`config.mk`:
```
export PLATFORM = sky130hd
export DESIGN_NAME = dbg_trig_unit
export DESIGN_NICKNAME = d
export VERILOG_FILES = /design/src/rtl/dbg_trig_pkg.sv /design/src/rtl/dbg_cmp_unit.sv /design/src/rtl/dbg_match_decode.sv /design/src/rtl/dbg_tag_queue.sv /design/src/rtl/dbg_trig_unit.sv
export SDC_FILE = /design/constraint.sdc
export NUM_CORES = 1
export LEC_CHECK = 0
export BUFFER_PORTS_ARGS = -buffer_cell sky130_fd_sc_hd__buf_4
export CORE_MARGIN = 5
export CORE_UTILIZATION = 41
export CTS_BUF_LIST = sky130_fd_sc_hd__clkbuf_8
export CTS_CLUSTER_SIZE = 20
export DETAILED_ROUTE_END_ITERATION = 8
export PLACE_DENSITY = 0.75
export REMOVE_ABC_BUFFERS = 1
export SYNTH_ARGS = -nofsm -noshare
export SYNTH_HDL_FRONTEND = slang
export SYNTH_SLANG_ARGS = --single-unit
```
`constraint.sdc`:
```
create_clock -name clk -period 4 [get_ports clk]
set_input_delay 0 -clock clk [delete_from_list [all_inputs] [get_ports clk]]
set_output_delay 0 -clock clk [all_outputs]
set_load 0.005 [all_outputs]
```
`src/rtl/dbg_trig_pkg.sv`:
```
package dbg_trig_pkg;

   typedef enum logic [2:0] {
      TM_A_EQ     = 3'd0,
      TM_A_OR_B   = 3'd1,
      TM_A_DATA   = 3'd2,
      TM_INSIDE   = 3'd3,
      TM_OUTSIDE  = 3'd4,
      TM_CAPTURE  = 3'd5,
      TM_BEGIN    = 3'd6,
      TM_END      = 3'd7
   } trig_mode_e;

   typedef enum logic [1:0] {
      ACT_BREAK   = 2'd0,
      ACT_CAPTURE = 2'd1,
      ACT_BEGIN   = 2'd2,
      ACT_END     = 2'd3
   } trig_act_e;

   localparam int unsigned NUM_CMP = 2;
   localparam int unsigned CMP_A   = 0;
   localparam int unsigned CMP_B   = 1;

   function automatic logic mode_addr_only(trig_mode_e m);
      return !(m == TM_A_DATA || m == TM_CAPTURE);
   endfunction

   function automatic trig_act_e mode_action(trig_mode_e m);
      case (m)
         TM_CAPTURE: return ACT_CAPTURE;
         TM_BEGIN:   return ACT_BEGIN;
         TM_END:     return ACT_END;
         default:    return ACT_BREAK;
      endcase
   endfunction

endpackage

```
`src/rtl/dbg_cmp_unit.sv`:
```
module dbg_cmp_unit #(
   parameter int unsigned W = 16
) (
   input  logic [W-1:0] operand,
   input  logic [W-1:0] ref_val,
   input  logic         rw_en,
   input  logic         rw_sel,
   input  logic         bus_read,
   output logic         eq,
   output logic         ge,
   output logic         le,
   output logic         rw_ok
);

   generate
      if (W < 1) begin : g_bad_w
         $error("dbg_cmp_unit: W must be at least 1");
      end
   endgenerate

   always_comb begin
      eq    = (operand == ref_val);
      ge    = (operand >= ref_val);
      le    = (operand <= ref_val);
      rw_ok = !rw_en || (bus_read == rw_sel);
   end

endmodule

```
`src/rtl/dbg_match_decode.sv`:
```
module dbg_match_decode
   import dbg_trig_pkg::*;
(
   input  trig_mode_e mode,
   input  logic       valid,
   input  logic       suppress,
   input  logic       a_eq,
   input  logic       a_ge,
   input  logic       a_rw,
   input  logic       b_eq,
   input  logic       b_le,
   input  logic       b_rw,
   output logic       cond
);

   logic a_hit;
   logic b_hit;
   logic in_window;
   logic raw;

   always_comb begin
      a_hit     = a_eq && a_rw;
      b_hit     = b_eq && b_rw;
      in_window = a_ge && b_le;
      case (mode)
         TM_A_EQ:    raw = a_hit;
         TM_A_OR_B:  raw = a_hit || b_hit;
         TM_A_DATA:  raw = a_hit && b_hit;
         TM_INSIDE:  raw = in_window && a_rw;
         TM_OUTSIDE: raw = !in_window && a_rw;
         default:    raw = a_hit;
      endcase
      cond = valid && !suppress && raw;
   end

endmodule

```
`src/rtl/dbg_tag_queue.sv`:
```
module dbg_tag_queue #(
   parameter int unsigned DEPTH = 4
) (
   input  logic clk,
   input  logic rst_n,
   input  logic flush,
   input  logic push,
   input  logic push_tag,
   input  logic pop,
   output logic head_valid,
   output logic head_tag
);

   localparam int unsigned CNT_W = $clog2(DEPTH + 1);

   generate
      if (DEPTH < 1 || DEPTH > 64) begin : g_bad_depth
         $error("dbg_tag_queue: DEPTH must be in 1..64");
      end
   endgenerate

   logic [DEPTH-1:0] tags_q, tags_d;
   logic [CNT_W-1:0] cnt_q, cnt_d;

   always_comb begin
      tags_d = tags_q;
      cnt_d  = cnt_q;
      if (pop && cnt_q != '0) begin
         tags_d = tags_q >> 1;
         cnt_d  = cnt_q - 1'b1;
      end
      if (push && cnt_d < CNT_W'(DEPTH)) begin
         for (int i = 0; i < DEPTH; i++) begin
            if (CNT_W'(i) == cnt_d) tags_d[i] = push_tag;
         end
         cnt_d = cnt_d + 1'b1;
      end
   end

   always_ff @(posedge clk or negedge rst_n) begin
      if (!rst_n) begin
         tags_q <= '0;
         cnt_q  <= '0;
      end else if (flush) begin
         tags_q <= '0;
         cnt_q  <= '0;
      end else begin
         tags_q <= tags_d;
         cnt_q  <= cnt_d;
      end
   end

   assign head_valid = (cnt_q != '0);
   assign head_tag   = tags_q[0];

   // a flush leaves no pending tag behind
   a_r12_flush_empties: assert property (@(posedge clk) disable iff (!rst_n)
      $past(flush) |-> !head_valid);

   // a lone push into a non-full queue grows it by one
   a_r12_push_counts: assert property (@(posedge clk) disable iff (!rst_n)
      $past(push && !pop && !flush && cnt_q < CNT_W'(DEPTH)) |-> cnt_q == $past(cnt_q) + 1'b1);

endmodule

```
`src/rtl/dbg_trig_unit.sv`:
```
module dbg_trig_unit
   import dbg_trig_pkg::*;
#(
   parameter int unsigned ADDR_W    = 16,
   parameter int unsigned DATA_W    = 8,
   parameter int unsigned TAG_DEPTH = 4
) (
   input  logic              clk,
   input  logic              rst_n,
   input  logic              arm,
   input  logic [2:0]        trig_mode,
   input  logic              track_exec,
   input  logic [ADDR_W-1:0] ref_a,
   input  logic [ADDR_W-1:0] ref_b,
   input  logic              rw_en_a,
   input  logic              rw_sel_a,
   input  logic              rw_en_b,
   input  logic              rw_sel_b,
   input  logic              bus_valid,
   input  logic [ADDR_W-1:0] bus_addr,
   input  logic [DATA_W-1:0] bus_rdata,
   input  logic [DATA_W-1:0] bus_wdata,
   input  logic              bus_read,
   input  logic              bus_fetch,
   input  logic              exec_valid,
   input  logic              pipe_flush,
   input  logic              bdm_active,
   output logic              brk_req,
   output logic              cap_strobe,
   output logic [DATA_W-1:0] cap_data,
   output logic              trace_begin,
   output logic              trace_end
);

   localparam int unsigned PAD_W = ADDR_W - DATA_W;

   generate
      if (DATA_W < 1 || DATA_W > ADDR_W) begin : g_bad_widths
         $error("dbg_trig_unit: DATA_W must be in 1..ADDR_W");
      end
   endgenerate

   trig_mode_e  mode;
   trig_act_e   act;
   logic        track_active;
   logic        data_mode;
   logic        use_wdata;
   logic [DATA_W-1:0] data_sel;
   logic [ADDR_W-1:0] data_ext;
   logic [ADDR_W-1:0] ref_b_data;

   assign mode         = trig_mode_e'(trig_mode);
   assign act          = mode_action(mode);
   assign track_active = track_exec && mode_addr_only(mode);
   assign data_mode    = (mode == TM_A_DATA);
   assign use_wdata    = rw_en_a && !rw_sel_a;
   assign data_sel     = use_wdata ? bus_wdata : bus_rdata;

   generate
      if (PAD_W == 0) begin : g_no_pad
         assign data_ext   = data_sel;
         assign ref_b_data = ref_b;
      end else begin : g_pad
         assign data_ext   = {{PAD_W{1'b0}}, data_sel};
         assign ref_b_data = {{PAD_W{1'b0}}, ref_b[DATA_W-1:0]};
      end
   endgenerate

   // comparator bank: A on address, B on address or data byte
   logic [NUM_CMP-1:0][ADDR_W-1:0] c_operand, c_ref;
   logic [NUM_CMP-1:0]             c_rw_en, c_rw_sel;
   logic [NUM_CMP-1:0]             c_eq, c_ge, c_le, c_rw_ok;

   assign c_operand[CMP_A] = bus_addr;
   assign c_ref[CMP_A]     = ref_a;
   assign c_rw_en[CMP_A]   = rw_en_a;
   assign c_rw_sel[CMP_A]  = rw_sel_a;
   assign c_operand[CMP_B] = data_mode ? data_ext : bus_addr;
   assign c_ref[CMP_B]     = data_mode ? ref_b_data : ref_b;
   assign c_rw_en[CMP_B]   = rw_en_b;
   assign c_rw_sel[CMP_B]  = rw_sel_b;

   generate
      for (genvar k = 0; k < NUM_CMP; k++) begin : g_cmp
         dbg_cmp_unit #(.W(ADDR_W)) u_cmp (
            .operand  (c_operand[k]),
            .ref_val  (c_ref[k]),
            .rw_en    (c_rw_en[k]),
            .rw_sel   (c_rw_sel[k]),
            .bus_read (bus_read),
            .eq       (c_eq[k]),
            .ge       (c_ge[k]),
            .le       (c_le[k]),
            .rw_ok    (c_rw_ok[k])
         );
      end
   endgenerate

   logic cond_now;

   dbg_match_decode u_dec (
      .mode     (mode),
      .valid    (bus_valid && (!track_active || bus_fetch)),
      .suppress (bdm_active),
      .a_eq     (c_eq[CMP_A]),
      .a_ge     (c_ge[CMP_A]),
      .a_rw     (c_rw_ok[CMP_A]),
      .b_eq     (c_eq[CMP_B]),
      .b_le     (c_le[CMP_B]),
      .b_rw     (c_rw_ok[CMP_B]),
      .cond     (cond_now)
   );

   // execute tracking
   logic q_push, q_pop, q_flush, q_head_valid, q_head_tag;

   assign q_push  = arm && track_active && bus_valid && bus_fetch;
   assign q_pop   = arm && track_active && exec_valid;
   assign q_flush = pipe_flush || !arm || !track_active;

   dbg_tag_queue #(.DEPTH(TAG_DEPTH)) u_tags (
      .clk        (clk),
      .rst_n      (rst_n),
      .flush      (q_flush),
      .push       (q_push),
      .push_tag   (cond_now),
      .pop        (q_pop),
      .head_valid (q_head_valid),
      .head_tag   (q_head_tag)
   );

   logic hit;
   assign hit = arm && (track_active ? (q_pop && q_head_valid && q_head_tag) : cond_now);

   always_ff @(posedge clk or negedge rst_n) begin
      if (!rst_n) begin
         brk_req     <= 1'b0;
         cap_strobe  <= 1'b0;
         cap_data    <= '0;
         trace_begin <= 1'b0;
         trace_end   <= 1'b0;
      end else begin
         brk_req     <= hit && (act == ACT_BREAK);
         cap_strobe  <= hit && (act == ACT_CAPTURE);
         trace_begin <= hit && (act == ACT_BEGIN);
         trace_end   <= hit && (act == ACT_END);
         if (hit && act == ACT_CAPTURE) cap_data <= data_sel;
      end
   end

   // nothing comes out of a cycle in which the unit was disarmed
   a_r2_idle_when_disarmed: assert property (@(posedge clk) disable iff (!rst_n)
      !$past(arm) |-> !(brk_req || cap_strobe || trace_begin || trace_end));

   // actions are mutually exclusive
   a_r3_single_action: assert property (@(posedge clk) disable iff (!rst_n)
      $onehot0({brk_req, cap_strobe, trace_begin, trace_end}));

   // debugger port cycles never trigger a direct match
   a_r4_bdm_blocks: assert property (@(posedge clk) disable iff (!rst_n)
      $past(bdm_active && !track_active) |-> !(brk_req || cap_strobe || trace_begin || trace_end));

   // in tracking mode a strobe always follows an execute slot
   a_r12_fire_on_exec: assert property (@(posedge clk) disable iff (!rst_n)
      ($past(track_active) && (brk_req || trace_begin || trace_end)) |-> $past(exec_valid));

endmodule

```
==> results_dict.tcl, run 1 <==
set metrics [dict create \
    cpMostUsedCell "o21ai_0" \
    cts_made_buffers 3 \
    dieArea_um2 7160 \
    pre_cts_ws_ns 0.670 \
    clock_skew_ns 0.00118 \
    htree_num_levels 1 \
    rsz0062_at_grt "false" \
    tns_ns 0 \
    peakVddDrop_mv 0.0944 \
    fmax_ghz 0.324 \
    drv_slew 0 \
    post_cts_buffers 0 \
    synth_top_cell_by_area "ha_1" \
    final_common_cell "buf_4" \
    ys_types 49 \
    path_clk_slew_ns 0.07 \
    synth-async-reset-ratio_pct 100 \
    grt_pass1_vias 2238 \
    routedWlPerCell_um 13.7 \
    cp_slowest_stage_delay_ns 0.77 \
    overflow 0 \
    path_max_fanout 34 \
    drtAntennaViolNets 0 \
    design_area_um2 3040 \
    p_leak_nw 1.59 \
    synth.area.top_cells "ha_1, dfrtp_1, nand2_1, mux2i_1, inv_1" \
    cp-start-kind "primary input" \
    final_cell_mix "buf_4, ha_1, nand2_1, inv_1" \
    finalHoldViolCount 0 \
    wl_um 5990 \
    ys.flop_type "dfrtp_1" \
    hold_buffers 1 \
    core-area_um2 5470 \
    grtUsageTotal_pct 16.6 \
    io_buffer_count 92 \
    cts_max_path_buffers 2 \
    path_cells "buf_4 -> or3b_1 -> nand2_1 -> o21ai_0 -> ha_1 -> nand4_1 -> nor4_1 -> a32oi_1 -> o21ai_0 -> a31oi_1 -> o211ai_1 -> nor4bb_1" \
    dp_hpwl_um 5130 \
    slowest_stage "or3b_1" \
    die_height_um 84.6 \
    r2r-start "u_tags.cnt_q[0]" \
    power_switching_uw 162 \
    dp_cells 431 \
    holdWs_ns 0.0337 \
    grt_max_degree 35 \
    hold_path_class "primary input to register" \
    yosysTopAreaCellShare_pct 21.4 \
    die_w_um 84.6 \
    end_kind "register" \
    reg2reg_depth 12 \
    internal_power_uw 364 \
    grt_util_met1_pct 21.2 \
    insertion_delay_ns 0.26 \
    path_class "primary input to register" \
    switching_share_pct 30.8 \
    register_area_um2 475 \
    cp-startpoint "trig_mode[2]" \
    fin_crit_sh_pct 77.1 \
    ys_ff_latch 19 \
    crit_end "cap_strobe" \
    clock-root-buffer "clkbuf_8" \
    cts_tree "yes" \
    place_area_um2 2990 \
    row_count 27 \
    cp.arrival_ns 3.24 \
    outcome "finished, final reports clean" \
    syn_inst 277 \
    netlist_area_um2 2280 \
    final_net_count 485 \
    power_density_nw_per_um2 173 \
    drtIter0Drc 91 \
    pin_count 93 \
    yosys_warnings 0 \
    layout_min_cycle_time_ns 3.08 \
    antenna_found_initial 0 \
    maxSlewHeadroom_pct 37.0 \
    vias 2264 \
    worst_pin_slew_ns 0.945 \
    viasPerCell 5.19 \
    area_growth_pct 33.4 \
    syn_area_per_cell_um2 8.24 \
    top_usage_layer "met2" \
    ctsResizeCount 0 \
    reg2reg_slack_ns 1.46 \
    timing.rr.end "u_tags.tags_q[3]" \
    synth_edf_count 0 \
    p_seq_share_pct 36.5 \
    initial_core_util_pct 41.7 \
    crit_required_ns 4.16 \
    firstDrtPassIters 4 \
    p_comb_share_pct 38.1 \
    antenna_cells 0 \
    numClockSinks 19 \
    n_fill_cell 525 \
    gp_congestion 0.869 \
    gr-usage-met3_pct 3.24 \
    drive_above_1_share_pct 31.3 \
    stdcell_count 436 \
    maxCapViolations 0 \
    drc 0 \
    worst_slack_ns 0.917 \
    pwr-share-clk_pct 25.4 \
    met2_usage_pct 28.9 \
    grt_pass1_wl_um 9960 \
    setup_violations 0 \
    ys_seq_area_share_pct 20.8 \
    multi_input_area_um2 1610 \
]
[how the worst min path moves through the flow]
stage	slack, ns	depth (start not counted)	startpoint	endpoint
final	0.03	3	bus_fetch	u_tags.cnt_q[2]
after global routing	0.03	3	bus_fetch	u_tags.cnt_q[2]
after CTS	0.03	3	bus_fetch	u_tags.cnt_q[2]
after detailed placement	-0.11	1	rst_n	u_tags.cnt_q[1]
after global placement	-0.11	1	rst_n	u_tags.cnt_q[1]
after floorplan	-0.30	0	rst_n	brk_req
[metal layers]
| layer | wire length [um] | share of wire, % | vias up |
|---|---|---|---|
| met5 | 0 | 0 | - |
| li1 | - | - | 1155 |
| met1 | 2630 | 44 | 1017 |
| met3 | 474 | 7.9 | 6 |
| met4 | 63 | 1.1 | 0 |
| met2 | 2810 | 47 | 86 |
[per-stage QoR]
stage	total power, mW	util, %
after global placement	0.391	54.6
final	0.526	55.6
after detailed placement	0.396	54.6
after global routing	0.564	55.6
after CTS	0.528	55.6
after floorplan	0.297	-
[kinds of logic after synthesis]
group | Yosys count | synth area share [%]
simple gates | 95 | 22.2
compound gates | 64 | 19.2
buf+inv | 43 | 8.83
fa+ha+maj | 39 | 21.4
flops | 19 | 20.8
mux | 12 | 5.26
xor+xnor | 5 | 2.25
[cell usage after synthesis, drive strengths merged, types with 2 or more instances]
cell type / number
and4: 3
nand4: 8
inv: 32
and2: 8
nand2b: 3
nor3: 5
a21oi: 16
o21ai: 27
a31oi: 2
nor2: 11
xor2: 2
ha: 39
nand2: 37
o211ai: 2
clkbuf: 5
a211oi: 4
xnor2: 3
a221oi: 2
nor2b: 3
mux2i: 12
or3b: 2
dfrtp: 19
nand3: 8
nor4: 2
a41o: 3
buf: 6
[area by class of cell]
class	instances	share of cell area [%]
repair buffers	94	23.3
flip-flops and latches	19	15.6
multi-input cells	215	52.7
clock inverters	1	0.123
inverters	32	3.95
well taps	72	2.96
clock buffers	3	1.36
[worst max-delay path: cells and delay by family]
family	cells	cell delay, ns
compound gates	5	0.81
fa+ha+maj	1	0.38
buf+inv	1	0.14
simple gates	5	1.92
[power by group through the flow]
stage | registers (mW) | logic (mW) | clock network [mW]
floorplan | 0.196 | 0.101 | 0
global route | 0.192 | 0.226 | 0.146
detailed placement | 0.196 | 0.200 | 0
finish | 0.192 | 0.201 | 0.133
global placement | 0.196 | 0.195 | 0
CTS | 0.192 | 0.202 | 0.134
[sequential cells by signal, summed over array words and instances (netlist names)]
register	cells
cap_data	8
u_tags.tags_q	4
u_tags.cnt_q	3
brk_req	1
cap_strobe	1
trace_begin	1
trace_end	1
(Power assumes the default switching activity.)
==> run 2, diff against run 1 <==
--- a/config.mk
+++ b/config.mk
@@ -11,7 +11,7 @@
 export CTS_BUF_LIST = sky130_fd_sc_hd__clkbuf_8
 export CTS_CLUSTER_SIZE = 20
 export DETAILED_ROUTE_END_ITERATION = 8
-export PLACE_DENSITY = 0.75
+export PLACE_DENSITY = 0.77
 export REMOVE_ABC_BUFFERS = 1
 export SYNTH_ARGS = -nofsm -noshare
 export SYNTH_HDL_FRONTEND = slang
==> constraint.sdc (replaced) <==
create_clock -name clk -period 2.75 [get_ports clk]
set_input_delay 0 -clock clk [delete_from_list [all_inputs] [get_ports clk]]
set_output_delay 0 -clock clk [all_outputs]
set_load 0.005 [all_outputs]
==> results_dict.tcl, run 2 (synthesized netlist as in run 1, its figures left out) <==
set metrics [dict create \
    utilization_pct 58.4 \
    outcome "finished, final reports clean" \
    rsz0062_at_grt "false" \
    stdcell_count 453 \
    drtIter0Drc 60 \
    grt_pass1_wl_um 10000 \
    hold_path_class "primary input to register" \
    dieArea_um2 7160 \
    final_cell_mix "buf_4, ha_1, nand2_1, inv_1" \
    drv_slew 0 \
    timing.rr.end "u_tags.tags_q[3]" \
    antenna_cells 0 \
    drive_above_1_share_pct 34.4 \
    power_switching_uw 235 \
    cp-startpoint "u_tags.cnt_q[0]" \
    fmax_ghz 0.408 \
    die_w_um 84.6 \
    initial_core_util_pct 41.7 \
    dp_cells 447 \
    path_cells "inv_1 -> ha_1 -> inv_1 -> o21ai_0 -> nor2_2 -> xnor2_1 -> inv_1 -> ha_1 -> ha_1 -> inv_1 -> nor3_1 -> a31o_2" \
    path_class "register to register" \
    grt_util_met1_pct 21.9 \
    fin_crit_sh_pct 89.2 \
    ctsResizeCount 0 \
    drtAntennaViolNets 0 \
    numClockSinks 19 \
    cts_max_path_buffers 2 \
    maxCapViolations 0 \
    crit_required_ns 2.89 \
    largest_registers "cap_data (8), u_tags.tags_q (4), u_tags.cnt_q (3)" \
    hold_depth 3 \
    switching_share_pct 29.9 \
    r2r-start "u_tags.cnt_q[0]" \
    top_register "cap_data" \
    cpMostUsedCell "inv_1" \
    met2_usage_pct 30.0 \
    path_clk_slew_ns 0.07 \
    power_density_nw_per_um2 246 \
    grt_max_degree 35 \
    design_area_um2 3200 \
    p_seq_share_pct 35.6 \
    grtUsageTotal_pct 16.7 \
    path_max_fanout 8 \
    pwr-share-clk_pct 23.9 \
    htree_num_levels 1 \
    final_common_cell "buf_4" \
    firstDrtPassIters 4 \
    antenna_found_initial 0 \
    slowest_stage "nor2_2" \
    clock-root-buffer "clkbuf_8" \
    io_buffer_count 92 \
    min_to "u_tags.cnt_q[2]" \
    dp_hpwl_um 5330 \
    grt_pass1_vias 2246 \
    gr-usage-met3_pct 2.16 \
    vias 2322 \
    reg2reg_depth 12 \
    reg2reg_slack_ns 0.30 \
    viasPerCell 5.13 \
    end_kind "register" \
    overflow 0 \
    p_leak_nw 1.68 \
    p_comb_share_pct 40.5 \
    final_net_count 502 \
    cts_made_buffers 3 \
    place_area_um2 3130 \
    core-area_um2 5470 \
    cp_slowest_stage_delay_ns 0.38 \
    internal_power_uw 551 \
    die_height_um 84.6 \
    layout_min_cycle_time_ns 2.45 \
    largest_reg_flops 8 \
    setup_violations 0 \
    wl_um 6110 \
    finalHoldViolCount 0 \
    area_growth_pct 40.1 \
    insertion_delay_ns 0.25 \
    pin_count 93 \
    worst_pin_slew_ns 0.658 \
    maxSlewHeadroom_pct 56.1 \
    drc 0 \
    cts_tree "yes" \
    top_usage_layer "met2" \
    clock_skew_ns 0.00207 \
    cp-start-kind "register" \
    tns_ns 0 \
    worstHoldStart "bus_fetch" \
    cp.arrival_ns 2.60 \
    routedWlPerCell_um 13.5 \
    peakVddDrop_mv 0.181 \
    gp_congestion 0.805 \
    row_count 27 \
]
run 2: changes by cell type in the layout (fill, tap and decap cells not counted), sizes merged:
| cell | before | now |
|---|---|---|
| buf | 93 | 110 |
run 2: timing repair:
| item | 4_1_cts | 5_1_grt |
|---|---|---|
| setup endpoints to repair | 0 | 1 |
| endpoints found under the hold margin | 19 | 0 |
| hold buffers | 1 | 0 |
| setup buffers | 0 | 1 |
run 2: area by class of cell:
| class | count | area, um2 |
|---|---|---|
| Clock buffer | 3 | 41.3 |
| Tap cell | 72 | 90.1 |
| Multi-Input combinational cell | 215 | 1610 |
| Timing Repair Buffer | 111 | 861 |
| Clock inverter | 1 | 3.75 |
| Inverter | 32 | 120 |
| Fill cell | 487 | 2280 |
| Sequential cell | 19 | 475 |
run 2: power groups by stage:
stage	Clock (mW)	Sequential, mW	Combinational (mW)
6_report	0.188	0.280	0.319
4_1_cts	0.190	0.280	0.317
2_1_floorplan	0	0.285	0.147
5_1_grt	0.205	0.280	0.354
3_3_place_gp	0	0.285	0.305
3_5_place_dp	0	0.285	0.314
run 2: critical path: cells and delay by family, from the launching register on:
kind	cells	cell delay, ns
adder cells (fa/ha/maj)	3	0.62
AND/OR/NAND/NOR	2	0.43
flip-flops	1	0.37
AO/OA/AOI/OAI	2	0.36
buffers and inverters	4	0.32
XOR/XNOR	1	0.24
run 2: how the worst max path moves through the flow:
stage	endpoint	slack, ns	cells after the start
floorplan	cap_strobe	-0.02	11
global placement	cap_strobe	0.003	12
detailed placement	cap_strobe	-0.07	13
CTS	cap_strobe	0.15	13
global route	u_tags.tags_q[3]	0.05	12
finish	u_tags.tags_q[3]	0.30	12
run 2: stage by stage:
step,power (mW),setup WS (ns),hold slack [ns]
2_1_floorplan,0.432,-0.0243,-0.296
3_3_place_gp,0.591,0.00265,-0.115
3_5_place_dp,0.599,-0.0697,-0.111
4_1_cts,0.788,0.149,0.0455
5_1_grt,0.839,0.0517,0.0537
6_report,0.786,0.298,0.0452
run 2: per-layer routing:
layer / vias up / part of all wire [%]
met3: 2 / 5.9
met1: 1060 / 44
met5: - / 0
met4: 0 / 0.56
met2: 76 / 50
li1: 1184 / -
